### config.mk
export PLATFORM = sky130hd
export DESIGN_NAME = sigrrip_set
export DESIGN_NICKNAME = d
export VERILOG_FILES = /design/src/rtl/sigrrip_pkg.sv /design/src/rtl/sigrrip_way.sv /design/src/rtl/sigrrip_victim.sv /design/src/rtl/sigrrip_train.sv /design/src/rtl/sigrrip_set.sv
export SDC_FILE = /design/constraint.sdc
export NUM_CORES = 1
export LEC_CHECK = 0
export BUFFER_PORTS_ARGS = -buffer_cell sky130_fd_sc_hd__buf_2
export CORE_MARGIN = 4
export CORE_UTILIZATION = 55
export DETAILED_ROUTE_END_ITERATION = 10
export PLACE_DENSITY = 0.79
export SYNTH_ARGS = -nofsm -noshare
export SYNTH_HDL_FRONTEND = slang
export SYNTH_HIERARCHICAL = 1
export SYNTH_SLANG_ARGS = --single-unit
### constraint.sdc
create_clock -name clk -period 17.6 [get_ports clk]
set_input_delay 0 -clock clk [delete_from_list [all_inputs] [get_ports clk]]
set_output_delay 0 -clock clk [all_outputs]
set_load 0.05 [all_outputs]
### src/rtl/sigrrip_pkg.sv
// Shared constants and types for the predictor-guided set replacement block.
// Assumes the re-reference value is exactly two bits wide.
package sigrrip_pkg;
    localparam int RRPV_W = 2;
    localparam logic [RRPV_W-1:0] RRPV_DIST = '1;
    localparam logic [RRPV_W-1:0] RRPV_INTER = RRPV_DIST - 1'b1;
    localparam logic [RRPV_W-1:0] RRPV_NEAR = '0;
    typedef logic [RRPV_W-1:0] rrpv_t;
endpackage

### src/rtl/sigrrip_way.sv
// State of one way: valid bit, re-reference value, reuse flag and stored signature.
// Assumes the caller never asserts sel_fill and hit_sel together (the top gates hit).
module sigrrip_way
    import sigrrip_pkg::*;
#(
    parameter int SIG_W = 14
) (
    input  logic             clk,
    input  logic             rst_n,
    input  logic             sel_fill,
    input  logic             age_en,
    input  rrpv_t            age_delta,
    input  logic             hit_sel,
    input  rrpv_t            ins_val,
    input  logic [SIG_W-1:0] fill_sig,
    output logic             valid,
    output rrpv_t            rrpv,
    output logic             reused,
    output logic [SIG_W-1:0] sig
);
    // Update this way on fill, aging or hit.
    always_ff @(posedge clk) begin
        if (!rst_n) begin
            valid  <= 1'b0;
            rrpv   <= RRPV_NEAR;
            reused <= 1'b0;
            sig    <= '0;
        end else if (sel_fill) begin
            valid  <= 1'b1;
            rrpv   <= ins_val;
            reused <= 1'b0;
            sig    <= fill_sig;
        end else if (age_en && valid) begin
            rrpv   <= rrpv + age_delta;
        end else if (hit_sel && valid) begin
            rrpv   <= RRPV_NEAR;
            reused <= 1'b1;
        end
    end
endmodule

### src/rtl/sigrrip_victim.sv
// Combinational victim search: lowest invalid way, else lowest way holding the maximum.
// Also gives the aging step that lifts the maximum value to distant.
module sigrrip_victim
    import sigrrip_pkg::*;
#(
    parameter int WAYS  = 16,
    localparam int WAY_W = $clog2(WAYS)
) (
    input  logic [WAYS-1:0]             valid,
    input  logic [WAYS-1:0][RRPV_W-1:0] rrpv,
    output logic [WAY_W-1:0]            victim,
    output logic                        any_invalid,
    output rrpv_t                       age_delta
);
    logic [WAY_W-1:0] inv_idx;
    logic [WAY_W-1:0] max_idx;
    rrpv_t            max_val;

    // Find the lowest invalid way.
    always_comb begin
        inv_idx     = '0;
        any_invalid = 1'b0;
        for (int i = WAYS - 1; i >= 0; i--) begin
            if (!valid[i]) begin
                inv_idx     = WAY_W'(i);
                any_invalid = 1'b1;
            end
        end
    end

    // Find the largest value and the lowest way that holds it.
    always_comb begin
        max_val = RRPV_NEAR;
        for (int i = 0; i < WAYS; i++) begin
            if (rrpv[i] > max_val) max_val = rrpv[i];
        end
        max_idx = '0;
        for (int i = WAYS - 1; i >= 0; i--) begin
            if (rrpv[i] == max_val) max_idx = WAY_W'(i);
        end
    end

    // Select the victim and the aging step.
    always_comb begin
        victim    = any_invalid ? inv_idx : max_idx;
        age_delta = RRPV_DIST - max_val;
    end
endmodule

### src/rtl/sigrrip_train.sv
// Registers the train-up and train-down events so each pulses one cycle after its cause.
module sigrrip_train #(
    parameter int SIG_W = 14
) (
    input  logic             clk,
    input  logic             rst_n,
    input  logic             up_evt,
    input  logic [SIG_W-1:0] up_sig_in,
    input  logic             dn_evt,
    input  logic [SIG_W-1:0] dn_sig_in,
    output logic             up_vld,
    output logic [SIG_W-1:0] up_sig,
    output logic             dn_vld,
    output logic [SIG_W-1:0] dn_sig
);
    // Capture this cycle's training events.
    always_ff @(posedge clk) begin
        if (!rst_n) begin
            up_vld <= 1'b0;
            up_sig <= '0;
            dn_vld <= 1'b0;
            dn_sig <= '0;
        end else begin
            up_vld <= up_evt;
            up_sig <= up_evt ? up_sig_in : '0;
            dn_vld <= dn_evt;
            dn_sig <= dn_evt ? dn_sig_in : '0;
        end
    end
endmodule

### src/rtl/sigrrip_set.sv
// Replacement state for one cache set under a 2-bit re-reference policy.
// The insertion value comes from an external signature predictor.
// Assumes WAYS is a power of two, so every hit_way code names a real way.
// Fill has priority over a hit in the same cycle.
module sigrrip_set
    import sigrrip_pkg::*;
#(
    parameter int WAYS  = 16,
    parameter int SIG_W = 14,
    localparam int WAY_W = $clog2(WAYS)
) (
    input  logic             clk,
    input  logic             rst_n,
    input  logic             hit_vld,
    input  logic [WAY_W-1:0] hit_way,
    input  logic             fill_vld,
    input  logic [SIG_W-1:0] fill_sig,
    input  logic             fill_distant,
    output logic [WAY_W-1:0] victim_way,
    output logic             train_up_vld,
    output logic [SIG_W-1:0] train_up_sig,
    output logic             train_dn_vld,
    output logic [SIG_W-1:0] train_dn_sig
);
    logic [WAYS-1:0]             way_valid;
    logic [WAYS-1:0]             way_reused;
    logic [WAYS-1:0][RRPV_W-1:0] way_rrpv;
    logic [WAYS-1:0][SIG_W-1:0]  way_sig;
    logic                        any_invalid;
    rrpv_t                       age_delta;
    rrpv_t                       ins_val;
    logic                        hit_take;
    logic                        evict_evt;
    logic                        age_en;

    sigrrip_victim #(.WAYS(WAYS)) victim_i (
        .valid       (way_valid),
        .rrpv        (way_rrpv),
        .victim      (victim_way),
        .any_invalid (any_invalid),
        .age_delta   (age_delta)
    );

    // Decode the request into per-way actions and training events.
    always_comb begin
        ins_val   = fill_distant ? RRPV_DIST : RRPV_INTER;
        hit_take  = hit_vld && !fill_vld && way_valid[hit_way];
        evict_evt = fill_vld && way_valid[victim_way] && !way_reused[victim_way];
        age_en    = fill_vld && !any_invalid;
    end

    for (genvar w = 0; w < WAYS; w++) begin : g_way
        sigrrip_way #(.SIG_W(SIG_W)) way_i (
            .clk       (clk),
            .rst_n     (rst_n),
            .sel_fill  (fill_vld && (victim_way == WAY_W'(w))),
            .age_en    (age_en),
            .age_delta (age_delta),
            .hit_sel   (hit_take && (hit_way == WAY_W'(w))),
            .ins_val   (ins_val),
            .fill_sig  (fill_sig),
            .valid     (way_valid[w]),
            .rrpv      (way_rrpv[w]),
            .reused    (way_reused[w]),
            .sig       (way_sig[w])
        );
    end

    sigrrip_train #(.SIG_W(SIG_W)) train_i (
        .clk       (clk),
        .rst_n     (rst_n),
        .up_evt    (hit_take),
        .up_sig_in (way_sig[hit_way]),
        .dn_evt    (evict_evt),
        .dn_sig_in (way_sig[victim_way]),
        .up_vld    (train_up_vld),
        .up_sig    (train_up_sig),
        .dn_vld    (train_dn_vld),
        .dn_sig    (train_dn_sig)
    );
endmodule

-- Yosys cells after proc, flatten, opt, wreduce, memory -nomap -nowiden
Index checks and enable logic that the tools add are counted.
- bits in registers: 318
- bits in latches: 0
- bits in writable memories: 0
- ROM bits: 0
- bits of input ports: 23
- memories: 0
- $add $sub $neg: 17
- $mul: 0
- div/mod/pow operators: 0
- magnitude comparators: 18
- equal/unequal tests: 46
- shifts and indexed selects: 0
- mux-type cells: 124
- bitwise gates (word level): 17
- reductions and logical operators: 124
- operator list (kind ; count):
    4-bit two-way mux ; 33
    2-bit two-way mux ; 64
    14-bit binary-select mux with 4-bit select ; 2
    1-bit logical AND ; 69
    4-bit equality test, second input constant ; 16
    3-bit nonzero test ; 16
    2-bit AND reduction ; 18
    2-bit adder ; 16
    2-bit equality test ; 16
    4-bit by 3-bit equality test with 1-bit output, second input constant ; 8
    2-bit OR reduction ; 16
    2-bit greater-than comparator ; 15
    14-bit two-way mux ; 2
    1-bit two-way mux ; 20
    1-bit inverter ; 17
    4-bit by 2-bit equality test with 1-bit output, second input constant ; 4
    1-bit binary-select mux with 4-bit select ; 3
    4-bit by 5-bit less-than comparator with 1-bit output, second input constant ; 2
    4-bit by 1-bit equality test with 1-bit output, second input constant ; 2
    4-bit zero test ; 2
    1-bit zero test ; 3
    2-bit by 1-bit greater-than comparator with 1-bit output, second input constant ; 1
    2-bit subtractor, first input constant ; 1

-- Depth between registers and ports, before layout
- depth in word-level cells: 55
- mapped depth: 88

-- By module
Netlist, hierarchy kept.
- modules (own cells, without submodules) (module ; times used ; cells each ; area each (um2) ; sequential area each (um2)):
    sigrrip_way ; 16 ; 65 ; 740.7 ; 360.3
    sigrrip_set ; 1 ; 262 ; 4040.1 ; 0.0
    sigrrip_victim ; 1 ; 321 ; 2439.8 ; 0.0
    sigrrip_train ; 1 ; 65 ; 829.5 ; 600.6

-- Worst setup path before layout
Ideal clock, no wire load.
- path kind: register to register
- start: register g_way[1].way_i.rrpv[1]
- end: register g_way[12].way_i.rrpv[1]
- data arrival time: 16.283 ns
- setup slack: 1.242 ns
- stages on the path, launching flop included: 84
- buffers on the path: 3
- period minus slack after synthesis: 16.358 ns
- path through: dfxtp_1 inv_1 ha_1 o21ba_1 o21a_1 nor2_1 inv_1 ha_1 a22oi_1 o211ai_2 ha_1 inv_1 o22ai_1 mux2_2 ha_1 inv_1 o22ai_1 o21ai_0 (+48 left out) nand3_1 inv_1 ha_1 nand2_1 o21ai_0 nor2_1 a41oi_4 mux2_4 nor4_4 a211oi_2 o32ai_1 clkbuf_1 clkbuf_1 nand3_1 nor3_1 buf_2 a32oi_1 a21oi_1
- longest elaborated chain between the ends: 51
- ends and longest elaborated chain (item ; RTL line ; text):
    from (decl) ; sigrrip_way.sv:17 ; output rrpv_t rrpv,
    from (signal assigned) ; sigrrip_way.sv:30 ; rrpv <= ins_val;
    from (signal assigned) ; sigrrip_way.sv:34 ; rrpv <= rrpv + age_delta;
    2-bit greater-than comparator ; sigrrip_victim.sv:35 ; if (rrpv[i] > max_val) max_val = rrpv[i];
    2-bit two-way mux ; sigrrip_victim.sv:35 ;
    2-bit greater-than comparator ; sigrrip_victim.sv:35 ;
    2-bit two-way mux ; sigrrip_victim.sv:35 ;
    2-bit greater-than comparator ; sigrrip_victim.sv:35 ;
    2-bit two-way mux ; sigrrip_victim.sv:35 ;
    2-bit greater-than comparator ; sigrrip_victim.sv:35 ;
    2-bit two-way mux ; sigrrip_victim.sv:35 ;
    (+22 left out) ; -- ;
    2-bit equality test ; sigrrip_victim.sv:39 ; if (rrpv[i] == max_val) max_idx = WAY_W'(i);
    4-bit two-way mux (15 in series) ; sigrrip_victim.sv:39 ;
    4-bit two-way mux * ; sigrrip_victim.sv:39 ;
    4-bit two-way mux * ; sigrrip_victim.sv:45 ; victim = any_invalid ? inv_idx : max_idx;
    named net victim_way[2] ; sigrrip_set.sv:19 ; output logic [WAY_W-1:0] victim_way,
    4-bit equality test * ; sigrrip_set.sv:56 ; .sel_fill (fill_vld && (victim_way == WAY_W'(w))),
    1-bit logical AND * ; sigrrip_set.sv:56 ;
    3-bit nonzero test (no line) / 2-bit two-way mux (equally long branches) ; -- ;
    to (signal assigned) ; sigrrip_way.sv:30 ;
    to (signal assigned) ; sigrrip_way.sv:34 ;
    to (decl) ; sigrrip_way.sv:17 ;
Mark *: on every way through the listed nets, which the timed path passes. The rest lies on a longest branch.
A chain may end at the register's enable or synchronous reset.

-- Worst setup path after layout
- start: register g_way[1].way_i.rrpv[1]
- end: register train_i.dn_sig[5]
- longest elaborated chain between the ends: 53
- ends and longest elaborated chain (item ; RTL line ; text):
    2-bit greater-than comparator ; sigrrip_victim.sv:35 ;
    2-bit two-way mux ; sigrrip_victim.sv:35 ;
    2-bit greater-than comparator ; sigrrip_victim.sv:35 ;
    2-bit two-way mux ; sigrrip_victim.sv:35 ;
    2-bit greater-than comparator ; sigrrip_victim.sv:35 ;
    2-bit two-way mux ; sigrrip_victim.sv:35 ;
    2-bit greater-than comparator ; sigrrip_victim.sv:35 ;
    2-bit two-way mux ; sigrrip_victim.sv:35 ;
    (+38 left out) ; -- ;
    4-bit two-way mux * ; sigrrip_victim.sv:39 ;
    4-bit two-way mux * ; sigrrip_victim.sv:45 ;
    1-bit binary-select mux with 4-bit select ; sigrrip_set.sv:48 ; evict_evt = fill_vld && way_valid[victim_way] && !way_reused[victim_way];
    1-bit two-way mux (implied by the code) ; sigrrip_set.sv:48 ;
    1-bit logical AND / 1-bit zero test (equally long branches) ; sigrrip_set.sv:48 ;
    1-bit logical AND * ; sigrrip_set.sv:48 ;
    named net evict_evt ; sigrrip_set.sv:33 ; logic evict_evt;
    2-bit AND reduction (no line) * ; -- ;
    to (signal assigned) ; sigrrip_train.sv:27 ; dn_sig <= dn_evt ? dn_sig_in : '0;
    to (decl) ; sigrrip_train.sv:14 ; output logic [SIG_W-1:0] dn_sig
Mark *: on every way through the listed nets, which the timed path passes. The rest lies on a longest branch. The select of a mux whose other input is x is not followed.

==> run metrics <==
outcome completed; final setup vio count 0; vias 14180; crit path DAT 17.28 ns; # DRC 0; Setup WS pre-CTS -0.3350 ns; hold path depth 3; max-cap viol count 0; Critical Path End Type register; worst reg2reg path endpoint train_i/dn_sig[5]$_SDFF_PN0_; Root Buffer clkbuf_16; Synth Area in Compound Gates 8.600%; largest net degree at the start of global routing 132; Post-synth EDFFs 0; Iteration-0 DRC Markers 1202; Syn Area/Cell 11.35 um2; WP data required 18.07 ns; Hold Path End g_way[0].way_i/rrpv[0]$_SDFFE_PN0P_; clock sink count 318; Yosys Warn Count 6; Synth Area in Adders 4.049%; Tot GR Track Use 26.31%; H-tree depth 2; routability cong. 0.8840; placed cell areas 19950 um2; Max-slew headroom 23.15%; I/O pin total 57; Yosys reg bits 318; Skew-Pair Late Insertion Delay 0.54 ns; nets 1859; post-route minimum period 16.80 ns; Crit-path slowest cell mux4_2; PD cells 111.1 nW/um2; Non-Filler Instances 2253; die width 194.7 um; Routed WL 51010 um; worst setup margin 0.7976 ns; CTS max path bufs 3; max-slew violations 0; FILL cells 2642; Hold Crit Start fill_distant; CP startpoint kind register; initial antenna violation count 1; Post-Synthesis Cells 1688; Area growth syn-to-layout 12.39%; cell area after synthesis 19160 um2; commonest non-fill, non-tap cells in the layout dfxtp_1, nor2b_1, mux2i_1, mux4_2, ha_1; skew final 0.02891 ns; wire length per cell 22.64 um; final hold vios 0; DIE AREA 37890 um2; maximum VDD drop 0.1587 mV; layout cells sized above 1 22.80%; P_leak 7.542 nW; fin crit share 95.47%; R2R depth 88; combinational family with the most area after synthesis multiplexers; CP most frequent cell ha_1; Core ar. 34460 um2; Core Util, Final 62.50%; drt pass-1 iters 5; final antenna-violating net count 0; final instance area 21540 um2; Worst Path Class, Setup register to register; clock-pin slew on the worst setup and hold paths 0.06 ns; worst r2r src g_way[1].way_i/rrpv[1]$_SDFFE_PN0P_; total negative setup slack 0 ns; post-synthesis xor/xnor area fraction 3.304%; maximum single-stage delay on the critical path 0.45 ns; most common cell after layout, fill and taps aside dfxtp_1; mux contribution to synthesized area 31.16%; Worst-Margin Slew 1.153 ns; num rows 68; post-synthesis simple-gate area fraction 15.57%; Die Height 194.7 um; reg-to-reg slack, setup 0.80 ns; CTS tree done; Hold/Removal Path Class input port to register; initial core utilization 55.61%; total gr overflow 0; register area share after synthesis 33.22%; vias per cell 6.294; Buffers on Ports 56; Fmax 59.52 MHz; dpl hpwl 32430 um; critical path fanouts, max 20; Antenna Cells 0; fraction of registers with async set/reset 0%; dpl cells 2157; vias in the first global route 14450; first-pass GRT wire length 81100 um; Top FF cell, synth dfxtp_1; Synth cell types 80; TritonCTS Buffers 35
==> power breakdown <==
group / switching (mW) / total, mW / internal (mW)
combinational: 0.519 / 0.936 / 0.417
sequential: 0.00625 / 0.732 / 0.726
clock: 0.305 / 0.724 / 0.418
==> repair_timing <==
item                                    in CTS  in global routing
hold buffers                                15                  0
pin swaps                                    1                  5
cloned                                       1                  1
buffers inserted                             8                 10
endpoints found under the setup margin     184                307
resized for setup                            2                 33
hold endpoints to repair                   256                  0
==> final cells by class <==
class	count	area (um2)	area share, %
Tap cell	455	569.3	2.643
Timing Repair Buffer	132	955.9	4.439
Clock inverter	13	93.84	0.4357
Clock buffer	48	1046	4.857
Multi-Input combinational cell	1241	12330	57.25
Sequential cell	318	6369	29.57
Inverter	46	172.7	0.8018
==> state kept, by name, summed over array words and instances, names as in the netlist <==
register and cells:
g_way.way_i/reused 16, g_way.way_i/rrpv 32, train_i/dn_vld 1, train_i/dn_sig 14, train_i/up_sig 14, g_way.way_i/sig 224
g_way.way_i/valid 16, train_i/up_vld 1
==> through the flow <==
stage | total power [mW] | hold WS (ns)
2_1_floorplan | 1.394 | 0.1282
3_3_place_gp | 1.531 | 0.4594
3_5_place_dp | 1.564 | 0.4677
4_1_cts | 2.337 | 0.03741
5_1_grt | 2.508 | 0.06105
6_report | 2.392 | 0.06265
==> per-layer routing <==
metal,track usage [%],wire length (um),vias to the layer above
met3,4.073,3549,128
met5,0,0,-
met4,8.906,1613,0
met2,44.11,24830,595
li1,-,-,6415
met1,35.06,21020,7043
==> critical path, delay by kind of cell (launching register included) <==
family          cells  cell delay, ns
buf+inv            12            1.46
fa+ha+maj          15            4.33
mux                 7            2.55
simple gates       32            3.58
flops               1            0.38
compound gates     22            4.42
==> worst max-delay path by stage <==
stage / start / to / depth (start not counted)
after global placement: g_way[1].way_i/rrpv[1]$_SDFFE_PN0P_ / g_way[6].way_i/sig[1]$_SDFFE_PN0P_ / 83
final: g_way[1].way_i/rrpv[1]$_SDFFE_PN0P_ / train_i/dn_sig[5]$_SDFF_PN0_ / 88
after detailed placement: g_way[1].way_i/rrpv[1]$_SDFFE_PN0P_ / g_way[6].way_i/sig[5]$_SDFFE_PN0P_ / 83
after floorplan: g_way[1].way_i/rrpv[1]$_SDFFE_PN0P_ / g_way[12].way_i/rrpv[1]$_SDFFE_PN0P_ / 83
after CTS: g_way[1].way_i/rrpv[1]$_SDFFE_PN0P_ / train_i/dn_sig[13]$_SDFF_PN0_ / 82
after global routing: g_way[1].way_i/rrpv[1]$_SDFFE_PN0P_ / train_i/dn_sig[5]$_SDFF_PN0_ / 88
==> logic make-up (layout without fill, tap and decap cells) <==
| group | Yosys count | after routing |
|---|---|---|
| compound gates | 214 | 215 |
| buf+inv | 145 | 239 |
| other cells | 1 | 16 |
| mux | 403 | 403 |
| xor+xnor | 44 | 44 |
| fa+ha+maj | 62 | 62 |
| flops | 318 | 318 |
| simple gates | 501 | 501 |
==> cells in the mapped netlist (all sizes together), types with 5 or more instances <==
cell      n  share of area (%)
dfxtp   318                 33
nor2b   279                9.1
mux2i   238                 12
mux4    153                 18
buf      63                2.4
ha       62                4.0
inv      46               0.90
nand2    39               0.76
a21oi    38               0.99
nor2     37               0.74
clkbuf   36               0.72
o21a     34                1.3
nand2b   32                1.1
and3     30                1.0
o21ai    28               0.75
a32oi    19               0.87
nor3b    17               0.67
or2      17               0.56
o2111a   16               0.94
o31ai    16               0.63
xnor2    16               0.77
xor3     16                2.0
mux2     12               0.74
nand3    12               0.31
nor3     12               0.31
xor2     12               0.55
and2      9               0.30
o21bai    9               0.37
o211ai    6               0.29
nand4     5               0.16
o21ba     5               0.26
o22ai     5               0.16
Power figures use the tool's default switching activity.
